[src/rtl/iecc_pkg.sv]
package iecc_pkg;

  typedef enum logic [2:0] {
    ST_IDLE,
    ST_WDAT,
    ST_WECC,
    ST_RDAT,
    ST_RECC,
    ST_RWAIT,
    ST_RESP
  } seq_state_e;

  // smallest Hamming check-bit count p with 2^p >= dw + p + 1
  function automatic int par_bits(int dw);
    int p;
    p = 1;
    while ((1 << p) < dw + p + 1) p++;
    return p;
  endfunction

endpackage

[src/rtl/iecc_encoder.sv]
module iecc_encoder #(
  parameter int DATA_W = 32,
  parameter int PAR_W  = 6
) (
  input  logic [DATA_W-1:0] data_i,
  output logic [PAR_W:0]    code_o
);
  localparam int CW = DATA_W + PAR_W;

  logic [PAR_W-1:0] par;
  int               di;

  always_comb begin
    par = '0;
    di  = 0;
    for (int j = 1; j <= CW; j++) begin
      if ((j & (j - 1)) != 0) begin
        for (int k = 0; k < PAR_W; k++) begin
          if (((j >> k) & 1) == 1) par[k] = par[k] ^ data_i[di];
        end
        di = di + 1;
      end
    end
    code_o = {(^data_i) ^ (^par), par};
  end

endmodule

[src/rtl/iecc_decoder.sv]
module iecc_decoder #(
  parameter int DATA_W = 32,
  parameter int PAR_W  = 6
) (
  input  logic [DATA_W-1:0] data_i,
  input  logic [PAR_W:0]    code_i,
  output logic [DATA_W-1:0] data_o,
  output logic              corrected_o,
  output logic              uncorr_o
);
  localparam int CW = DATA_W + PAR_W;

  logic [PAR_W:0]    recomp;
  logic [PAR_W-1:0]  syn;
  logic              odd;
  logic              syn_pow2;
  logic              hit;
  logic [DATA_W-1:0] flip;
  int                di;

  iecc_encoder #(.DATA_W(DATA_W), .PAR_W(PAR_W)) enc_i (
    .data_i (data_i),
    .code_o (recomp)
  );

  assign syn      = recomp[PAR_W-1:0] ^ code_i[PAR_W-1:0];
  // parity of the whole stored codeword, derived from the recomputed code
  assign odd      = recomp[PAR_W] ^ code_i[PAR_W] ^ (^syn);
  assign syn_pow2 = (syn != '0) && ((syn & (syn - 1'b1)) == '0);

  always_comb begin
    flip = '0;
    hit  = 1'b0;
    di   = 0;
    for (int j = 1; j <= CW; j++) begin
      if ((j & (j - 1)) != 0) begin
        if (j == int'(syn)) begin
          flip[di] = 1'b1;
          hit      = 1'b1;
        end
        di = di + 1;
      end
    end
  end

  always_comb begin
    uncorr_o    = (!odd && (syn != '0)) ||
                  (odd && (syn != '0) && !syn_pow2 && !hit);
    corrected_o = odd && !uncorr_o;
    data_o      = corrected_o ? (data_i ^ flip) : data_i;
  end

endmodule

[src/rtl/iecc_seq.sv]
module iecc_seq
  import iecc_pkg::*;
#(
  parameter int DATA_W   = 32,
  parameter int HADDR_W  = 4,
  parameter int MADDR_W  = 5,
  parameter int ECC_BASE = 16,
  parameter int PAR_W    = 6
) (
  input  logic               clk,
  input  logic               rst_n,
  input  logic               req_valid,
  input  logic               req_write,
  input  logic [HADDR_W-1:0] req_addr,
  input  logic [DATA_W-1:0]  req_wdata,
  output logic               req_ready,
  input  logic               rsp_ready,
  output logic               rsp_valid,
  output logic               mem_en,
  output logic               mem_we,
  output logic [MADDR_W-1:0] mem_addr,
  output logic [DATA_W-1:0]  mem_wdata,
  input  logic [DATA_W-1:0]  mem_rdata,
  input  logic [PAR_W:0]     enc_code,
  output logic [DATA_W-1:0]  wdata_q,
  output logic [DATA_W-1:0]  rd_data_q,
  output logic [PAR_W:0]     rd_code_q
);
  localparam int                 PAD_W    = DATA_W - PAR_W - 1;
  localparam logic [MADDR_W-1:0] BASE_M   = MADDR_W'(ECC_BASE);

  seq_state_e         st_q, st_d;
  logic [HADDR_W-1:0] addr_q;
  logic               accept;
  logic               cap_data;
  logic               cap_code;
  logic [MADDR_W-1:0] data_addr;

  assign accept   = req_valid && req_ready;
  assign cap_data = (st_q == ST_RECC);
  assign cap_code = (st_q == ST_RWAIT);

  // next state
  always_comb begin
    st_d = st_q;
    unique case (st_q)
      ST_IDLE:  if (req_valid) st_d = req_write ? ST_WDAT : ST_RDAT;
      ST_WDAT:  st_d = ST_WECC;
      ST_WECC:  st_d = ST_IDLE;
      ST_RDAT:  st_d = ST_RECC;
      ST_RECC:  st_d = ST_RWAIT;
      ST_RWAIT: st_d = ST_RESP;
      ST_RESP:  if (rsp_ready) st_d = ST_IDLE;
      default:  st_d = ST_IDLE;
    endcase
  end

  always_ff @(posedge clk or negedge rst_n) begin
    if (!rst_n) st_q <= ST_IDLE;
    else        st_q <= st_d;
  end

  always_ff @(posedge clk or negedge rst_n) begin
    if (!rst_n) begin
      addr_q  <= '0;
      wdata_q <= '0;
    end else if (accept) begin
      addr_q  <= req_addr;
      wdata_q <= req_wdata;
    end
  end

  always_ff @(posedge clk or negedge rst_n) begin
    if (!rst_n)        rd_data_q <= '0;
    else if (cap_data) rd_data_q <= mem_rdata;
  end

  always_ff @(posedge clk or negedge rst_n) begin
    if (!rst_n)        rd_code_q <= '0;
    else if (cap_code) rd_code_q <= mem_rdata[PAR_W:0];
  end

  // outputs
  assign data_addr = MADDR_W'(addr_q);

  always_comb begin
    req_ready = (st_q == ST_IDLE);
    rsp_valid = (st_q == ST_RESP);
    mem_en    = (st_q == ST_WDAT) || (st_q == ST_WECC) ||
                (st_q == ST_RDAT) || (st_q == ST_RECC);
    mem_we    = (st_q == ST_WDAT) || (st_q == ST_WECC);
    mem_addr  = ((st_q == ST_WECC) || (st_q == ST_RECC)) ?
                (data_addr + BASE_M) : data_addr;
    mem_wdata = (st_q == ST_WECC) ? {{PAD_W{1'b0}}, enc_code} : wdata_q;
  end


  // wr_pair_chk: data write is followed by a check write at base offset
  wr_pair_chk: assert property (@(posedge clk) disable iff (!rst_n)
    (st_q == ST_WDAT) |=> (mem_en && mem_we && (mem_addr == $past(mem_addr) + BASE_M)));


  // rd_pair_chk: data read is followed by a check read at base offset
  rd_pair_chk: assert property (@(posedge clk) disable iff (!rst_n)
    (mem_en && !mem_we && (st_q == ST_RDAT)) |=>
      (mem_en && !mem_we && (mem_addr == $past(mem_addr) + BASE_M)));


  // busy_chk: an accepted request closes the request channel
  busy_chk: assert property (@(posedge clk) disable iff (!rst_n)
    accept |=> !req_ready);


  // quiet_resp_chk: no memory traffic while a response is pending
  quiet_resp_chk: assert property (@(posedge clk) disable iff (!rst_n)
    rsp_valid |-> !mem_en);

endmodule

[src/rtl/inline_ecc_sequencer.sv]
module inline_ecc_sequencer #(
  parameter int DATA_W   = 32,
  parameter int HADDR_W  = 4,
  parameter int MADDR_W  = HADDR_W + 1,
  parameter int ECC_BASE = 1 << HADDR_W
) (
  input  logic               clk,
  input  logic               rst_n,
  input  logic               req_valid,
  output logic               req_ready,
  input  logic               req_write,
  input  logic [HADDR_W-1:0] req_addr,
  input  logic [DATA_W-1:0]  req_wdata,
  output logic               rsp_valid,
  input  logic               rsp_ready,
  output logic [DATA_W-1:0]  rsp_rdata,
  output logic               rsp_corrected,
  output logic               rsp_uncorrectable,
  output logic               mem_en,
  output logic               mem_we,
  output logic [MADDR_W-1:0] mem_addr,
  output logic [DATA_W-1:0]  mem_wdata,
  input  logic [DATA_W-1:0]  mem_rdata
);
  localparam int PAR_W = iecc_pkg::par_bits(DATA_W);

  logic [1:0]        rst_sync_q;
  logic              rst_n_int;
  logic [PAR_W:0]    enc_code;
  logic [DATA_W-1:0] wdata_q;
  logic [DATA_W-1:0] rd_data_q;
  logic [PAR_W:0]    rd_code_q;

  // asynchronous assert, synchronous release
  always_ff @(posedge clk or negedge rst_n) begin
    if (!rst_n) rst_sync_q <= 2'b00;
    else        rst_sync_q <= {rst_sync_q[0], 1'b1};
  end
  assign rst_n_int = rst_sync_q[1];

  iecc_seq #(
    .DATA_W   (DATA_W),
    .HADDR_W  (HADDR_W),
    .MADDR_W  (MADDR_W),
    .ECC_BASE (ECC_BASE),
    .PAR_W    (PAR_W)
  ) seq_i (
    .clk       (clk),
    .rst_n     (rst_n_int),
    .req_valid (req_valid),
    .req_write (req_write),
    .req_addr  (req_addr),
    .req_wdata (req_wdata),
    .req_ready (req_ready),
    .rsp_ready (rsp_ready),
    .rsp_valid (rsp_valid),
    .mem_en    (mem_en),
    .mem_we    (mem_we),
    .mem_addr  (mem_addr),
    .mem_wdata (mem_wdata),
    .mem_rdata (mem_rdata),
    .enc_code  (enc_code),
    .wdata_q   (wdata_q),
    .rd_data_q (rd_data_q),
    .rd_code_q (rd_code_q)
  );

  iecc_encoder #(.DATA_W(DATA_W), .PAR_W(PAR_W)) wr_enc_i (
    .data_i (wdata_q),
    .code_o (enc_code)
  );

  iecc_decoder #(.DATA_W(DATA_W), .PAR_W(PAR_W)) rd_dec_i (
    .data_i      (rd_data_q),
    .code_i      (rd_code_q),
    .data_o      (rsp_rdata),
    .corrected_o (rsp_corrected),
    .uncorr_o    (rsp_uncorrectable)
  );


  // rsp_hold_chk: an untaken response stays valid with unchanged data
  rsp_hold_chk: assert property (@(posedge clk) disable iff (!rst_n_int)
    (rsp_valid && !rsp_ready) |=> (rsp_valid && $stable(rsp_rdata)));


  // flag_excl_chk: never both corrected and uncorrectable
  flag_excl_chk: assert property (@(posedge clk) disable iff (!rst_n_int)
    rsp_valid |-> !(rsp_corrected && rsp_uncorrectable));

endmodule

[config.mk]
export PLATFORM = sky130hd
export DESIGN_NAME = inline_ecc_sequencer
export DESIGN_NICKNAME = d
export VERILOG_FILES = /design/src/rtl/iecc_pkg.sv /design/src/rtl/iecc_encoder.sv /design/src/rtl/iecc_decoder.sv /design/src/rtl/iecc_seq.sv /design/src/rtl/inline_ecc_sequencer.sv
export SDC_FILE = /design/constraint.sdc
export NUM_CORES = 1
export LEC_CHECK = 0
export BUFFER_PORTS_ARGS = -buffer_cell sky130_fd_sc_hd__buf_2
export CAP_MARGIN = 40
export CORE_ASPECT_RATIO = 1.1
export CORE_MARGIN = 2
export CORE_UTILIZATION = 53
export CTS_CLUSTER_SIZE = 12
export DETAILED_ROUTE_END_ITERATION = 8
export PLACE_DENSITY = 0.8
export SLEW_MARGIN = 5
export SYNTH_ARGS = -nofsm -noshare
export SYNTH_HDL_FRONTEND = slang
export SYNTH_SLANG_ARGS = --single-unit
[constraint.sdc]
create_clock -name clk -period 4.9 [get_ports clk]
set_input_delay 0.245 -clock clk [delete_from_list [all_inputs] [get_ports clk]]
set_output_delay 0.245 -clock clk [all_outputs]
set_load 0.02 [all_outputs]
==> impl_metrics.ini <==
[flow_run]
timing.max_cap.violations = 0

[routing]
drt_iter0_markers = 213
route.vias.total = 4131
antenna_violating_nets_post_route = 0
routed_wirelength_mm = 14.0
wire_per_inst_microns = 17.9
detailedRoute.firstPassIterationCount = 4
drc = 0
drt-vias-per-instance = 5.28

[finish]
sequential_cell_area_sq_um = 2010
layout-drive-gt1-share_pct = 42.8
mostFrequentLayoutCell = sky130_fd_sc_hd__buf_2
growth_of_design_area_from_synthesis_to_finish_pct = 21.2
filler_cell_count = 794
antenna_cells = 0
fin_nets = 711
area_of_the_multi_input_gates_sq_um = 3450
layout.cells.most_common_list = sky130_fd_sc_hd__buf_2, sky130_fd_sc_hd__xnor2_1, sky130_fd_sc_hd__dfrtp_1, sky130_fd_sc_hd__mux2_2, sky130_fd_sc_hd__xor2_1

[synthesis]
synthesis.nets = 566
netlist_area_sq_um = 5550
synth_top_cell_area_share_pct = 36.1
yosysUniqueCellTypes = 51
netlist_instances = 490
synth_top_family_by_area = XOR/XNOR gates
post_synth_mux_area_share_pct = 15.6
synthesis.yosys.warnings = 0
syn-mean-instance-area_sq_um = 11.3
yosys-top-cells-area = sky130_fd_sc_hd__dfrtp_1, sky130_fd_sc_hd__xnor2_1, sky130_fd_sc_hd__mux2_2, sky130_fd_sc_hd__xor2_1, sky130_fd_sc_hd__xnor3_1
post_synth_fa_ha_maj_area_fraction_pct = 0.676
synth-seq-area-share_pct = 36.1
ys_ff_latch = 80
synth_xor_area_share_pct = 31.7
synth_compound_gate_area_share_pct = 3.42
synth_simple_gate_area_share_pct = 10.2
synth_top_cell_by_area = sky130_fd_sc_hd__dfrtp_1

[timing]
layout_worst_path_cycle_share_pct = 93.0
setup_tns_ps = 0
skew_ps = 7.78
worst_pin_slew_ps = 773
timing.final.setup_violations = 0
whs_ps = 122
layout_min_cycle_time_ps = 4560
achievable-frequency_ghz = 0.219
slew_headroom_pct = 48.1
timing_max_transition_violations_final = 0
rsz_0062_raised_after_global_routing = no
hold_viol_final = 0

[clocking]
htreeDepth = 3
cts_num_sinks = 80
numCtsBuffers = 9
clk_transition_reported_paths_ps = 70
clock_tree_from_tritoncts = yes
clock_root_buffer = sky130_fd_sc_hd__clkbuf_16
post-cts-setup-buffers = 0
cts.path.max_buffers = 2
worstSkewPairLatency_ps = 340

[worst_setup_path]
timing.critical_path.arrival_ps = 4310
crit_path_end_kind = output port
critPathMaxFanout = 10
path_delay_family = XOR/XNOR gates
worst-path-buf-inv = 3
crit_path_top_delay_cell = sky130_fd_sc_hd__dfrtp_1
r2r_setup_slack_ps = 3080
worst_ep_required_time_ps = 4660
cp_common_cell = sky130_fd_sc_hd__xnor2_2
timing.setup.critical_path_class = flip-flop to output port
cpPeakStageDelay_ps = 460
worstSetupStartpointType = flip-flop
cp_cell_sequence = xnor2_2 > xnor2_1 > xnor2_2 > xnor2_2 > inv_1 > ha_1 > xnor3_1 > xnor2_1 > xnor3_4 > xnor3_2 > xnor2_4 > inv_2 > nand3_1 > nor2_1 > xor2_1 > buf_2

[status]
status = finished clean

[floorplanning]
io-pin-count = 148
die_area_sq_um = 11300
die_width_microns = 102
core_area_sq_um = 10300
initial_core_util_pct = 53.9
die_h_microns = 111
floorplan.rows = 39

[place]
routabilityCongestion = 0.897
numPortBuffers = 147
dpl.hpwl_mm = 10.9

[worst_hold_path]
hp-class = input port to flip-flop

[grt]
grt_pass1_wl_mm = 22.4
initial_antenna_violation_count = 0
gr_overflow_total = 0
grt_start_max_net_pins = 66
grt_pass1_vias = 4321
grt_util_all_layers_pct = 25.9
-- state kept, by name (all words and copies together) (netlist names) --
name / flops
seq_i.wdata_q: 32
seq_i.st_q: 3
rst_sync_q: 2
seq_i.rd_data_q: 32
seq_i.rd_code_q: 7
seq_i.addr_q: 4
-- metrics by stage --
step	cell area [sq um]	worst slack (ps)	cells	utilization, %
floorplan	5550	1110	490	-
CTS	6710	225	783	65.1
global placement	6400	763	765	62.1
global route	6730	0.635	783	65.4
finish	6730	342	783	65.4
detailed placement	6430	619	766	62.4
-- final cells by class --
cell class              instances  area share (%)
flip-flops and latches         80            29.8
clock inverters                 6           0.632
inverters                       5           0.279
clock buffers                  10            3.40
repair buffers                153            11.9
multi-input cells             386            51.3
well taps                     143            2.66
-- what timing repair did --
| action | CTS | global route |
|---|---|---|
| hold buffers | 1 | 0 |
| setup endpoints to repair | 0 | 14 |
| hold endpoints to repair | 2 | 0 |
| resized for setup | 0 | 3 |
-- cell usage after synthesis (all sizes together) --
| cell type | count |
|---|---|
| nand3 | 10 |
| xnor2 | 115 |
| buf | 7 |
| inv | 5 |
| conb | 1 |
| nor2 | 28 |
| o21ai | 3 |
| a21oi | 10 |
| nand3b | 1 |
| a22oi | 1 |
| clkbuf | 12 |
| or2 | 1 |
| nor2b | 25 |
| xnor3 | 11 |
| and2 | 5 |
| ha | 3 |
| nand4 | 2 |
| and3 | 1 |
| o31ai | 2 |
| o2111a | 1 |
| dfrtp | 80 |
| nor3 | 7 |
| or2b | 1 |
| a211oi | 4 |
| a2111oi | 2 |
| o211ai | 2 |
| nor3b | 1 |
| xor2 | 35 |
| xor3 | 4 |
| o21a | 1 |
| nand2b | 1 |
| nand2 | 30 |
| o32ai | 1 |
| mux2 | 77 |
-- kinds of logic after synthesis --
kind of cell | count (synthesis)
xor gates and xnor gates | 165
and+or+nand+nor | 113
DFF | 80
muxes | 77
AOI/OAI and AO/OA | 27
buffers and inverters | 24
adders and majority gates | 3
other | 1
-- layer usage --
metal / wire length, microns / share of wire, % / track usage [%]
met1: 5600 / 40 / 32.4
met2: 7230 / 52 / 44.6
met3: 864 / 6.2 / 4.83
met4: 312 / 2.2 / 8.56
met5: 0 / 0 / 0
-- path summary, 6_finish.rpt --
kind                                                 startpoint                         endpoint  cells after the start
max in group asynchronous               rst_sync_q[1]$_DFF_PN0_  seq_i.rd_data_q[28]$_DFFE_PN0P_                      1
min in group asynchronous               rst_sync_q[1]$_DFF_PN0_    seq_i.wdata_q[15]$_DFFE_PN0P_                      0
worst min-delay path                                  rsp_ready        seq_i.st_q[1]$_DFFE_PN0P_                      2
worst min register to register          rst_sync_q[1]$_DFF_PN0_    seq_i.wdata_q[15]$_DFFE_PN0P_                      0
worst max register to register        seq_i.st_q[2]$_DFFE_PN0P_     seq_i.wdata_q[0]$_DFFE_PN0P_                      4
worst max-delay path            seq_i.rd_data_q[21]$_DFFE_PN0P_                    rsp_rdata[31]                     16
Power is not shown: default switching activity piles up to over one toggle a cycle in this logic, so the estimate is an artifact.
